<file path="src/rtl/urt_pkg.sv">
package urt_pkg;

    typedef enum logic [1:0] {
        RK_READ  = 2'd0,
        RK_WRITE = 2'd1,
        RK_FLUSH = 2'd2,
        RK_FENCE = 2'd3
    } req_kind_e;

    typedef enum logic [1:0] {
        LC_WRSIZED = 2'd0,
        LC_RDSIZED = 2'd1,
        LC_FLUSH   = 2'd2
    } link_cmd_e;

    localparam logic [1:0] UNIT_PCI = 2'd1;
    localparam logic [1:0] UNIT_GFX = 2'd2;

    typedef struct packed {
        link_cmd_e  cmd;
        logic       posted;
        logic       pass_pw;
        logic       rsp_pass_pw;
        logic [1:0] unit_sel;
    } link_desc_t;

    function automatic logic needs_rsp(input req_kind_e k);
        return (k == RK_READ) || (k == RK_FLUSH);
    endfunction

endpackage

</file>
<file path="src/rtl/urt_tag_alloc.sv">
module urt_tag_alloc #(
    parameter int NUM_TAGS = 28,
    parameter int TAG_W    = 5,
    parameter int CNT_W    = 5
) (
    input  logic             clk,
    input  logic             rst,
    input  logic             issue,
    input  logic             retire,
    output logic             full,
    output logic             empty,
    output logic [TAG_W-1:0] tag
);
    localparam logic [TAG_W-1:0] TAG_LAST = TAG_W'(NUM_TAGS - 1);
    localparam logic [CNT_W-1:0] CNT_MAX  = CNT_W'(NUM_TAGS);

    logic [CNT_W-1:0] cnt;
    logic             dec;

    assign dec   = retire && (cnt != '0);
    assign full  = (cnt == CNT_MAX);
    assign empty = (cnt == '0);

    always_ff @(posedge clk) begin
        if (rst) begin
            tag <= '0;
            cnt <= '0;
        end else begin
            if (issue) begin
                tag <= (tag == TAG_LAST) ? '0 : tag + 1'b1;
            end
            case ({issue, dec})
                2'b10:   cnt <= cnt + 1'b1;
                2'b01:   cnt <= cnt - 1'b1;
                default: cnt <= cnt;
            endcase
        end
    end

    AST_NO_UNDERFLOW: assert property (@(posedge clk) disable iff (rst) retire |-> !empty);
    AST_NO_OVERFLOW:  assert property (@(posedge clk) disable iff (rst) issue |-> !full);
    AST_TAG_WRAP:     assert property (@(posedge clk) disable iff (rst)
                          (issue && tag == TAG_LAST) |=> (tag == '0));
    AST_TAG_RANGE:    assert property (@(posedge clk) disable iff (rst) tag <= TAG_LAST);

endmodule

</file>
<file path="src/rtl/urt_xlate.sv">
module urt_xlate
    import urt_pkg::*;
#(
    parameter int TAG_W   = 5,
    parameter int PCI_TAG = 28
) (
    input  req_kind_e        kind,
    input  logic             hipri,
    input  logic             pci,
    input  logic [TAG_W-1:0] gfx_tag,
    output link_desc_t       desc,
    output logic [TAG_W-1:0] tag
);
    always_comb begin
        desc.unit_sel    = pci ? UNIT_PCI : UNIT_GFX;
        desc.posted      = 1'b0;
        desc.pass_pw     = 1'b0;
        desc.rsp_pass_pw = 1'b0;
        desc.cmd         = LC_FLUSH;
        case (kind)
            RK_WRITE: begin
                desc.cmd     = LC_WRSIZED;
                desc.posted  = 1'b1;
                desc.pass_pw = hipri;
            end
            RK_READ: begin
                desc.cmd         = LC_RDSIZED;
                desc.pass_pw     = hipri;
                desc.rsp_pass_pw = 1'b1;
            end
            default: desc.cmd = LC_FLUSH;
        endcase

        if (kind == RK_WRITE) begin
            tag = '0;
        end else if (pci) begin
            tag = TAG_W'(PCI_TAG);
        end else begin
            tag = gfx_tag;
        end
    end
endmodule

</file>
<file path="src/rtl/urt_top.sv">
module urt_top
    import urt_pkg::*;
#(
    parameter  int NUM_GFX_TAGS = 28,
    localparam int TAG_W        = $clog2(NUM_GFX_TAGS + 1)
) (
    input  logic             clk,
    input  logic             rst,
    input  logic             req_valid,
    output logic             req_ready,
    input  logic [1:0]       req_kind,
    input  logic             req_hipri,
    input  logic             req_pci,
    input  logic             rsp_valid,
    output logic             out_valid,
    output logic [1:0]       out_cmd,
    output logic             out_posted,
    output logic             out_pass_pw,
    output logic             out_rsp_pass_pw,
    output logic [TAG_W-1:0] out_tag,
    output logic [1:0]       out_unit_sel
);
    localparam int CNT_W = $clog2(NUM_GFX_TAGS + 1);

    req_kind_e        kind;
    logic             gfx_np;
    logic             is_fence;
    logic             tags_full;
    logic             none_out;
    logic             issue;
    logic [TAG_W-1:0] gfx_tag;
    link_desc_t       desc;

    assign kind     = req_kind_e'(req_kind);
    assign is_fence = (kind == RK_FENCE);
    assign gfx_np   = !req_pci && needs_rsp(kind);

    always_comb begin
        if (is_fence)    req_ready = none_out;
        else if (gfx_np) req_ready = !tags_full;
        else             req_ready = 1'b1;
    end

    assign out_valid = req_valid && req_ready && !is_fence;
    assign issue     = out_valid && gfx_np;

    urt_tag_alloc #(
        .NUM_TAGS (NUM_GFX_TAGS),
        .TAG_W    (TAG_W),
        .CNT_W    (CNT_W)
    ) tag_i (
        .clk    (clk),
        .rst    (rst),
        .issue  (issue),
        .retire (rsp_valid),
        .full   (tags_full),
        .empty  (none_out),
        .tag    (gfx_tag)
    );

    urt_xlate #(
        .TAG_W   (TAG_W),
        .PCI_TAG (NUM_GFX_TAGS)
    ) xl_i (
        .kind    (kind),
        .hipri   (req_hipri),
        .pci     (req_pci),
        .gfx_tag (gfx_tag),
        .desc    (desc),
        .tag     (out_tag)
    );

    assign out_cmd         = desc.cmd;
    assign out_posted      = desc.posted;
    assign out_pass_pw     = desc.pass_pw;
    assign out_rsp_pass_pw = desc.rsp_pass_pw;
    assign out_unit_sel    = desc.unit_sel;

    AST_FENCE_SILENT: assert property (@(posedge clk) disable iff (rst)
                          (req_valid && is_fence) |-> !out_valid);
    AST_FENCE_DRAINED: assert property (@(posedge clk) disable iff (rst)
                          (req_valid && is_fence && req_ready) |-> none_out);
    AST_UNIT_NONZERO: assert property (@(posedge clk) disable iff (rst)
                          out_valid |-> (out_unit_sel != 2'd0));
    AST_PCI_FIXED_TAG: assert property (@(posedge clk) disable iff (rst)
                          (out_valid && req_pci && !out_posted) |-> (out_tag == TAG_W'(NUM_GFX_TAGS)));
    AST_PCI_NO_STALL: assert property (@(posedge clk) disable iff (rst)
                          (req_valid && req_pci && !is_fence) |-> req_ready);
    AST_POSTED_TAG_FREE: assert property (@(posedge clk) disable iff (rst)
                          (out_valid && out_posted) |=> $stable(gfx_tag));

endmodule

</file>
<file path="config.mk">
export PLATFORM = sky130hd
export DESIGN_NAME = urt_top
export DESIGN_NICKNAME = d
export VERILOG_FILES = /design/src/rtl/urt_pkg.sv /design/src/rtl/urt_tag_alloc.sv /design/src/rtl/urt_xlate.sv /design/src/rtl/urt_top.sv
export SDC_FILE = /design/constraint.sdc
export NUM_CORES = 1
export LEC_CHECK = 0
export BUFFER_PORTS_ARGS = -buffer_cell sky130_fd_sc_hd__buf_4
export CORE_MARGIN = 10
export CORE_UTILIZATION = 50
export CTS_BUF_LIST = sky130_fd_sc_hd__clkbuf_4 sky130_fd_sc_hd__clkbuf_8
export CTS_CLUSTER_DIAMETER = 200
export CTS_CLUSTER_SIZE = 14
export DETAILED_ROUTE_END_ITERATION = 16
export PLACE_DENSITY = 0.78
export SLEW_MARGIN = 30
export SYNTH_ARGS = -nofsm -noshare
export SYNTH_HDL_FRONTEND = slang
export SYNTH_SLANG_ARGS = --single-unit
</file>
<file path="constraint.sdc">
create_clock -name clk -period 9.74 [get_ports clk]
set_clock_uncertainty 0.2 [all_clocks]
set_input_delay 2.435 -clock clk [delete_from_list [all_inputs] [get_ports clk]]
set_output_delay 2.435 -clock clk [all_outputs]
set_load 0.01 [all_outputs]
</file>
Word level (Yosys, flattened, before mapping)
Index checks and enable logic that the tools add are counted.
{"block": "classes", "n_lt_le_gt_ge": 0, "n_mul": 0, "eq_ne": 7, "reduce_logical": 14, "mux": 11, "bitwise": 0, "n_addsub": 3, "shift": 0, "div": 0}
{"operator": "5-bit two-way mux", "n": 3}
{"operator": "5-bit by 1-bit adder with 5-bit output (second input constant)", "n": 2}
{"operator": "5-bit equality test (second input constant)", "n": 2}
{"operator": "5-bit one-hot mux with 2 select lines", "n": 1}
{"operator": "2-bit equality test (second input constant)", "n": 3}
{"operator": "1-bit logical AND", "n": 5}
{"operator": "5-bit zero test", "n": 1}
{"operator": "1-bit two-way mux", "n": 5}
{"operator": "5-bit nonzero test", "n": 1}
{"operator": "5-bit by 1-bit subtractor with 5-bit output (second input constant)", "n": 1}
{"operator": "2-bit by 1-bit equality test with 1-bit output (second input constant)", "n": 2}
{"operator": "2-bit one-hot mux with 2 select lines", "n": 1}
{"operator": "1-bit zero test", "n": 3}
{"operator": "2-bit zero test", "n": 1}
{"operator": "2-bit two-way mux", "n": 1}
{"operator": "2-bit nonzero test", "n": 1}
{"operator": "2-bit OR reduction", "n": 1}
{"operator": "1-bit logical OR", "n": 1}
{"block": "word_totals", "mem_bits_ro": 0, "regBits": 10, "in_bits": 8, "output_inout_bits": 14, "wordCells": 37, "latch_bits": 0, "ram_bits": 0, "n_memories": 0}

Longest topological paths before layout
Gate-level depths: netlist of run 1.
{"block": "depth", "depth_word": 10, "depth_mapped": 10, "ltp_nobuf": 10}

By module
Synthesis of run 1 repeated with hierarchy kept, for this count alone.
{"block": "unflattened", "cells_unflattened": 86, "hier_area_um2": 691.9}
{"module": "urt_tag_alloc", "n_inst": 1, "cells_per_inst": 64, "area_per_inst_um2": 556.8, "seq_area_each_um2": 200.2}
{"module": "urt_xlate", "n_inst": 1, "cells_per_inst": 16, "area_per_inst_um2": 98.8, "seq_area_each_um2": 0.0}
{"module": "urt_top", "n_inst": 1, "cells_per_inst": 6, "area_per_inst_um2": 36.3, "seq_area_each_um2": 0.0}

Least setup slack after synthesis of run 1
No wires, ideal clock.
{"block": "synth_timing", "path_kind": "in2out", "startpoint": "in req_kind[0]", "endpoint": "out out_tag[0]", "cell_stages": 3, "arrival_ns": 3.033, "path_slack_ns": 4.072, "cell_sequence": "nor2b_1 -> nor2_1 -> and2_1"}
{"block": "synth_between", "elab_chain_len": 2}
{"item": "start: declaration", "line_no": "urt_top.sv:11", "source": "input logic [1:0] req_kind,"}
{"item": "2-bit by 1-bit equality test with 1-bit output", "line_no": "urt_xlate.sv:34", "source": "if (kind == RK_WRITE) begin"}
{"item": "5-bit two-way mux", "line_no": "urt_xlate.sv:34"}
{"item": "end: declaration", "line_no": "urt_top.sv:20", "source": "output logic [TAG_W-1:0] out_tag,"}
Every way passes these cells.

Final worst setup path of run 1
{"block": "layout_timing", "startpoint": "in req_kind[0]", "endpoint": "out out_tag[1]"}
The elaborated chain is that of the path after synthesis.

==> results of run 1 <==
==> flip-flops by register name, indices dropped and copies added, names as in the netlist <==
| name | cells |
|---|---|
| tag_i.cnt | 5 |
| tag_i.tag | 5 |
==> worst max-delay path: stages <==
cell and delay, ns:
buf_4 0.11, nor2b_1 0.29, nor2_1 0.08, and2_1 0.16, buf_4 0.14
==> layer usage <==
metal | vias up | share of wire [%] | global-route usage (%)
met4 | 0 | 1.1 | 3.02
met3 | 4 | 9.3 | 6.22
met1 | 299 | 48 | 12.4
li1 | 370 | - | -
met5 | - | 0 | 0
met2 | 24 | 42 | 17.1
==> report_power, final <==
part           internal [mW]  switching, mW
clock                 0.0227         0.0151
sequential            0.0465        0.00753
combinational         0.0315         0.0406
==> Yosys cell counts (2+ instances only) <==
library cell  number  area share, %
a21oi_1            9            6.1
a31oi_1            2            1.7
and2_1             2            1.7
buf_4              2            2.0
clkbuf_1           3            1.5
dfxtp_1           10             27
ha_1               5            8.5
inv_1              6            3.1
mux2i_1            2            2.7
nand2_1            7            3.6
nand3_1            2            1.4
nor2_1            23             12
nor2b_1            2            1.7
o21ai_0            2            1.4
or3_1              2            1.7
xor2_1             2            2.4
==> cells by family after synthesis <==
logic type / share of synthesized area (%)
DFF: 27.2
xor gates and xnor gates: 2.38
adders and majority gates: 11.2
buffers and inverters: 7.13
AOI/OAI and AO/OA: 17.7
muxes: 4.24
and+or+nand+nor: 30.2
==> how the worst min path moves through the flow <==
stage / slack (ns) / cells past startpoint / endpoint / startpoint
final: 0.30 / 2 / tag_i.tag[1] / tag_i.tag[1]
after global routing: 0.35 / 2 / tag_i.tag[4] / tag_i.tag[4]
after CTS: 0.31 / 2 / tag_i.tag[1] / tag_i.tag[1]
after detailed placement: 0.30 / 2 / tag_i.tag[1] / tag_i.tag[1]
after global placement: 0.29 / 2 / tag_i.tag[4] / tag_i.tag[4]
after floorplan: 0.27 / 2 / tag_i.tag[4] / tag_i.tag[4]
==> placed cells by master, fill, tap and decap left out, drive strengths merged, types with 2 or more instances in the layout <==
master	synthesis	layout
a21oi	9	9
a31oi	2	2
and2	2	2
buf	2	21
clkbuf	3	4
dfxtp	10	10
ha	5	5
inv	7	7
mux2i	2	2
nand2	7	7
nand3	2	2
nor2	23	23
nor2b	2	2
o21ai	2	2
or3	2	2
xor2	2	2
==> layout make-up <==
type	instances	area, um2
clock buffers	4	36.3
flip-flops and latches	10	200
fillers	133	427
well taps	15	18.8
repair buffers	21	158
inverters	7	26.3
multi-input cells	75	484
==> metrics by stage <==
step           setup WS [ns]  std cells
2_1_floorplan           4.07         97
3_3_place_gp            3.90        128
3_5_place_dp            3.89        128
4_1_cts                 3.89        132
5_1_grt                 3.77        132
6_report                3.88        132
==> results.py, run 1 <==
metrics = {
    "sta": {
        "timing.fmax_mhz": 171,
        "rsz0062_at_grt": "no",
        "hold_ws_ns": 0.304,
        "setup_viol": 0,
        "slew_violations": 0,
        "fin_crit_sh_pct": 60.1,
        "layout_min_cycle_time_ns": 5.86,
        "tns_ns": 0,
        "tightest_slew_ns": 0.322,
        "hold_viol": 0,
        "slew_headroom_pct": 78.5,
    },
    "final_layout": {
        "synthToLayoutAreaGrowth_pct": 25.3,
        "stdcell_area_um2": 923,
        "final_util_pct": 68.4,
        "drive_gt1_share_pct": 25.6,
        "num_antenna_cells": 0,
        "layout.nets": 132,
    },
    "setup_path": {
        "r2r_end": "tag_i.cnt[4]",
        "arrival_ns": 3.22,
        "startpoint": "req_kind[0]",
        "reg2reg_from": "tag_i.cnt[0]",
        "crit_type": "in2out",
        "worst-r2r-cell-count": 10,
        "required_ns": 7.11,
        "path_max_fanout": 6,
        "reg2reg_slack_ns": 6.82,
        "endpoint": "out_tag[1]",
        "cp-start-kind": "input port",
        "endpoint_kind": "primary output",
    },
    "placed_design": {
        "place_hpwl_um": 1400,
        "postPlaceCellArea_um2": 887,
        "place_congestion": 0.847,
        "port_buffers": 21,
    },
    "logic_synthesis": {
        "yosys_warnings": 0,
        "async_flop_share_pct": 0,
        "ys_seq_area_share_pct": 27.2,
        "synth_cells": 97,
        "yosysUniqueCellTypes": 32,
        "synth_ff_type": "dfxtp_1",
        "syn_nets": 111,
        "netlist_area_um2": 737,
        "ys_ff_latch": 10,
        "syn_area_per_cell_um2": 7.60,
        "synth_edf_count": 0,
    },
    "clocking": {
        "postCtsSetupRepairBufs": 0,
        "cts.sinks": 10,
        "htreeDepth": 1,
        "cts_tree": "done",
        "clock_latency_ns": 0.27,
        "path_clk_slew_ns": 0.06,
        "root_buffer": "clkbuf_4",
        "cts_resized": 0,
        "clockBufferDepth": 2,
        "numCtsBuffers": 3,
        "ctsHoldBuffers": 0,
    },
    "floorplanning": {
        "die_w_um": 58.4,
        "start_util_pct": 54.6,
        "die_y_um": 58.4,
        "ios": 22,
        "rows": 13,
        "coreArea_mm2": 0.00135,
        "die_area_mm2": 0.00341,
    },
    "detailed_routing": {
        "vias": 697,
        "viasPerCell": 5.28,
        "routedWlPerCell_um": 13.2,
        "drt-total-wl_um": 1740,
        "ant_nets": 0,
        "drt_first_pass_iters": 4,
        "drtIter0Drc": 13,
        "drc": 0,
    },
    "power_and_ir_drop": {
        "vdd_drop_max_v": 0.000124,
        "power_density_mw_per_mm2": 177,
        "fin_total_pwr_mw": 0.164,
        "p_leak_nw": 0.413,
    },
    "global_route": {
        "grt.overflow.total": 0,
        "grt_pass1_wl_um": 3070,
        "antenna_found_initial": 0,
        "grt_max_degree": 15,
        "gr-usage-all-layers_pct": 11.0,
        "grt_pass1_vias": 724,
    },
    "status": {
        "outcome": "finished clean",
    },
    "run": {
        "drv_cap": 0,
    },
    "hold_path": {
        "hold_class": "reg2reg",
    },
}
No activity file was read; power rests on OpenSTA's default activity.
==> inputs of run 2 (changes only) <==
Settings changed: CORE_UTILIZATION 50 to 47, PLACE_DENSITY 0.78 to 0.77.
Clock period 9.74 ns to 4.8 ns, I/O delays scaled along.
==> results.py, run 2 (synthesis gave the netlist of run 1 again) <==
metrics = {
    "sta": {
        "timing.fmax_mhz": 283,
        "tightest_slew_ns": 0.326,
        "setup_viol": 0,
        "tns_ns": 0,
        "hold_viol": 0,
        "rsz0062_at_grt": "no",
        "fin_crit_sh_pct": 73.7,
        "slew_violations": 0,
        "layout_min_cycle_time_ns": 3.54,
        "slew_headroom_pct": 78.2,
    },
    "setup_path": {
        "worst-r2r-cell-count": 10,
        "r2r_end": "tag_i.cnt[4]",
        "endpoint": "tag_i.cnt[4]",
        "endpoint_kind": "register",
        "arrival_ns": 3.50,
        "required_ns": 4.76,
        "startpoint": "req_pci",
        "reg2reg_from": "tag_i.cnt[0]",
        "cp-start-kind": "input port",
        "reg2reg_slack_ns": 1.92,
        "crit_type": "in2reg",
        "path_max_fanout": 7,
    },
    "clocking": {
        "clockBufferDepth": 2,
        "root_buffer": "clkbuf_4",
        "numCtsBuffers": 3,
        "cts.sinks": 10,
        "cts_resized": 0,
        "ctsHoldBuffers": 0,
        "clock_latency_ns": 0.27,
        "postCtsSetupRepairBufs": 0,
        "htreeDepth": 1,
        "path_clk_slew_ns": 0.06,
        "cts_tree": "done",
    },
    "detailed_routing": {
        "vias": 737,
        "drt_first_pass_iters": 4,
        "routedWlPerCell_um": 13.6,
        "drc": 0,
        "drtIter0Drc": 9,
        "ant_nets": 0,
        "drt-total-wl_um": 1810,
        "viasPerCell": 5.54,
    },
    "power_and_ir_drop": {
        "vdd_drop_max_v": 0.000213,
        "fin_total_pwr_mw": 0.331,
        "power_density_mw_per_mm2": 358,
        "p_leak_nw": 0.413,
    },
    "hold_path": {
        "hold_class": "reg2reg",
    },
    "floorplanning": {
        "coreArea_mm2": 0.00149,
        "die_area_mm2": 0.00355,
        "start_util_pct": 49.5,
        "rows": 14,
        "die_w_um": 59.6,
        "ios": 22,
        "die_y_um": 59.6,
    },
    "placed_design": {
        "place_congestion": 0.827,
        "postPlaceCellArea_um2": 888,
        "port_buffers": 21,
        "place_hpwl_um": 1450,
    },
    "global_route": {
        "grt_max_degree": 15,
        "gr-usage-all-layers_pct": 11.0,
        "grt_pass1_wl_um": 3050,
        "grt.overflow.total": 0,
        "antenna_found_initial": 0,
        "grt_pass1_vias": 698,
    },
    "final_layout": {
        "stdcell_area_um2": 925,
        "num_antenna_cells": 0,
        "synthToLayoutAreaGrowth_pct": 25.5,
        "layout.nets": 132,
        "drive_gt1_share_pct": 25.6,
        "mostFrequentLayoutCell": "nor2_1",
        "final_cell_mix": "nor2_1, buf_4, dfxtp_1, a21oi_1, nand2_1",
        "top_regs": "tag_i.cnt x5, tag_i.tag x5",
    },
    "status": {
        "outcome": "finished clean",
    },
    "run": {
        "drv_cap": 0,
    },
}
## run 2: cell counts in the layout (fill, tap and decap cells not counted)
Identical to the previous run, type by type.
## run 2: routing by layer
layer	vias to the layer above	GRT usage, %	part of all wire (%)
met2	27	16.9	44
met4	0	5.77	2.0
met3	5	5.79	11
li1	370	-	-
met1	335	11.9	43
met5	-	0	0
## run 2: metrics by stage
stage / util (%) / hold WS [ns] / std cells / setup WS, ns
after floorplan: - / 0.271 / 97 / 1.26
after global routing: 62.1 / 0.352 / 133 / 1.13
after CTS: 62.1 / 0.324 / 133 / 1.25
after global placement: 59.7 / 0.312 / 129 / 1.05
final: 62.1 / 0.327 / 133 / 1.26
after detailed placement: 59.7 / 0.314 / 129 / 0.973
## run 2: critical path, stage by stage
cell,delay (ns)
buf_4,0.13
or3b_4,0.40
a41oi_4,0.26
inv_2,0.10
ha_1,0.27
ha_1,0.35
nand2b_1,0.07
a21oi_1,0.15
mux2i_1,0.21
mux2_2,0.35
## run 2: worst min path at each step
stage	from	endpoint	slack [ns]	cells after the start
after floorplan	tag_i.tag[4]	tag_i.tag[4]	0.27	2
after global placement	tag_i.tag[1]	tag_i.tag[1]	0.31	2
after detailed placement	tag_i.tag[1]	tag_i.tag[1]	0.31	2
after CTS	tag_i.tag[1]	tag_i.tag[1]	0.32	2
after global routing	tag_i.tag[1]	tag_i.tag[1]	0.35	2
final	tag_i.tag[1]	tag_i.tag[1]	0.33	2
## run 2: cell type report
type                    count  area (um2)
fillers                   138         564
multi-input cells          75         484
clock buffers               4        36.3
inverters                   7        26.3
well taps                  16        20.0
flip-flops and latches     10         200
repair buffers             21         158
## run 2: power by group
group          internal, mW  leakage [nW]  switching, mW
Combinational        0.0632         0.311         0.0801
Clock                0.0461        0.0210         0.0303
Sequential           0.0943        0.0810         0.0165
Total                 0.204         0.413          0.127
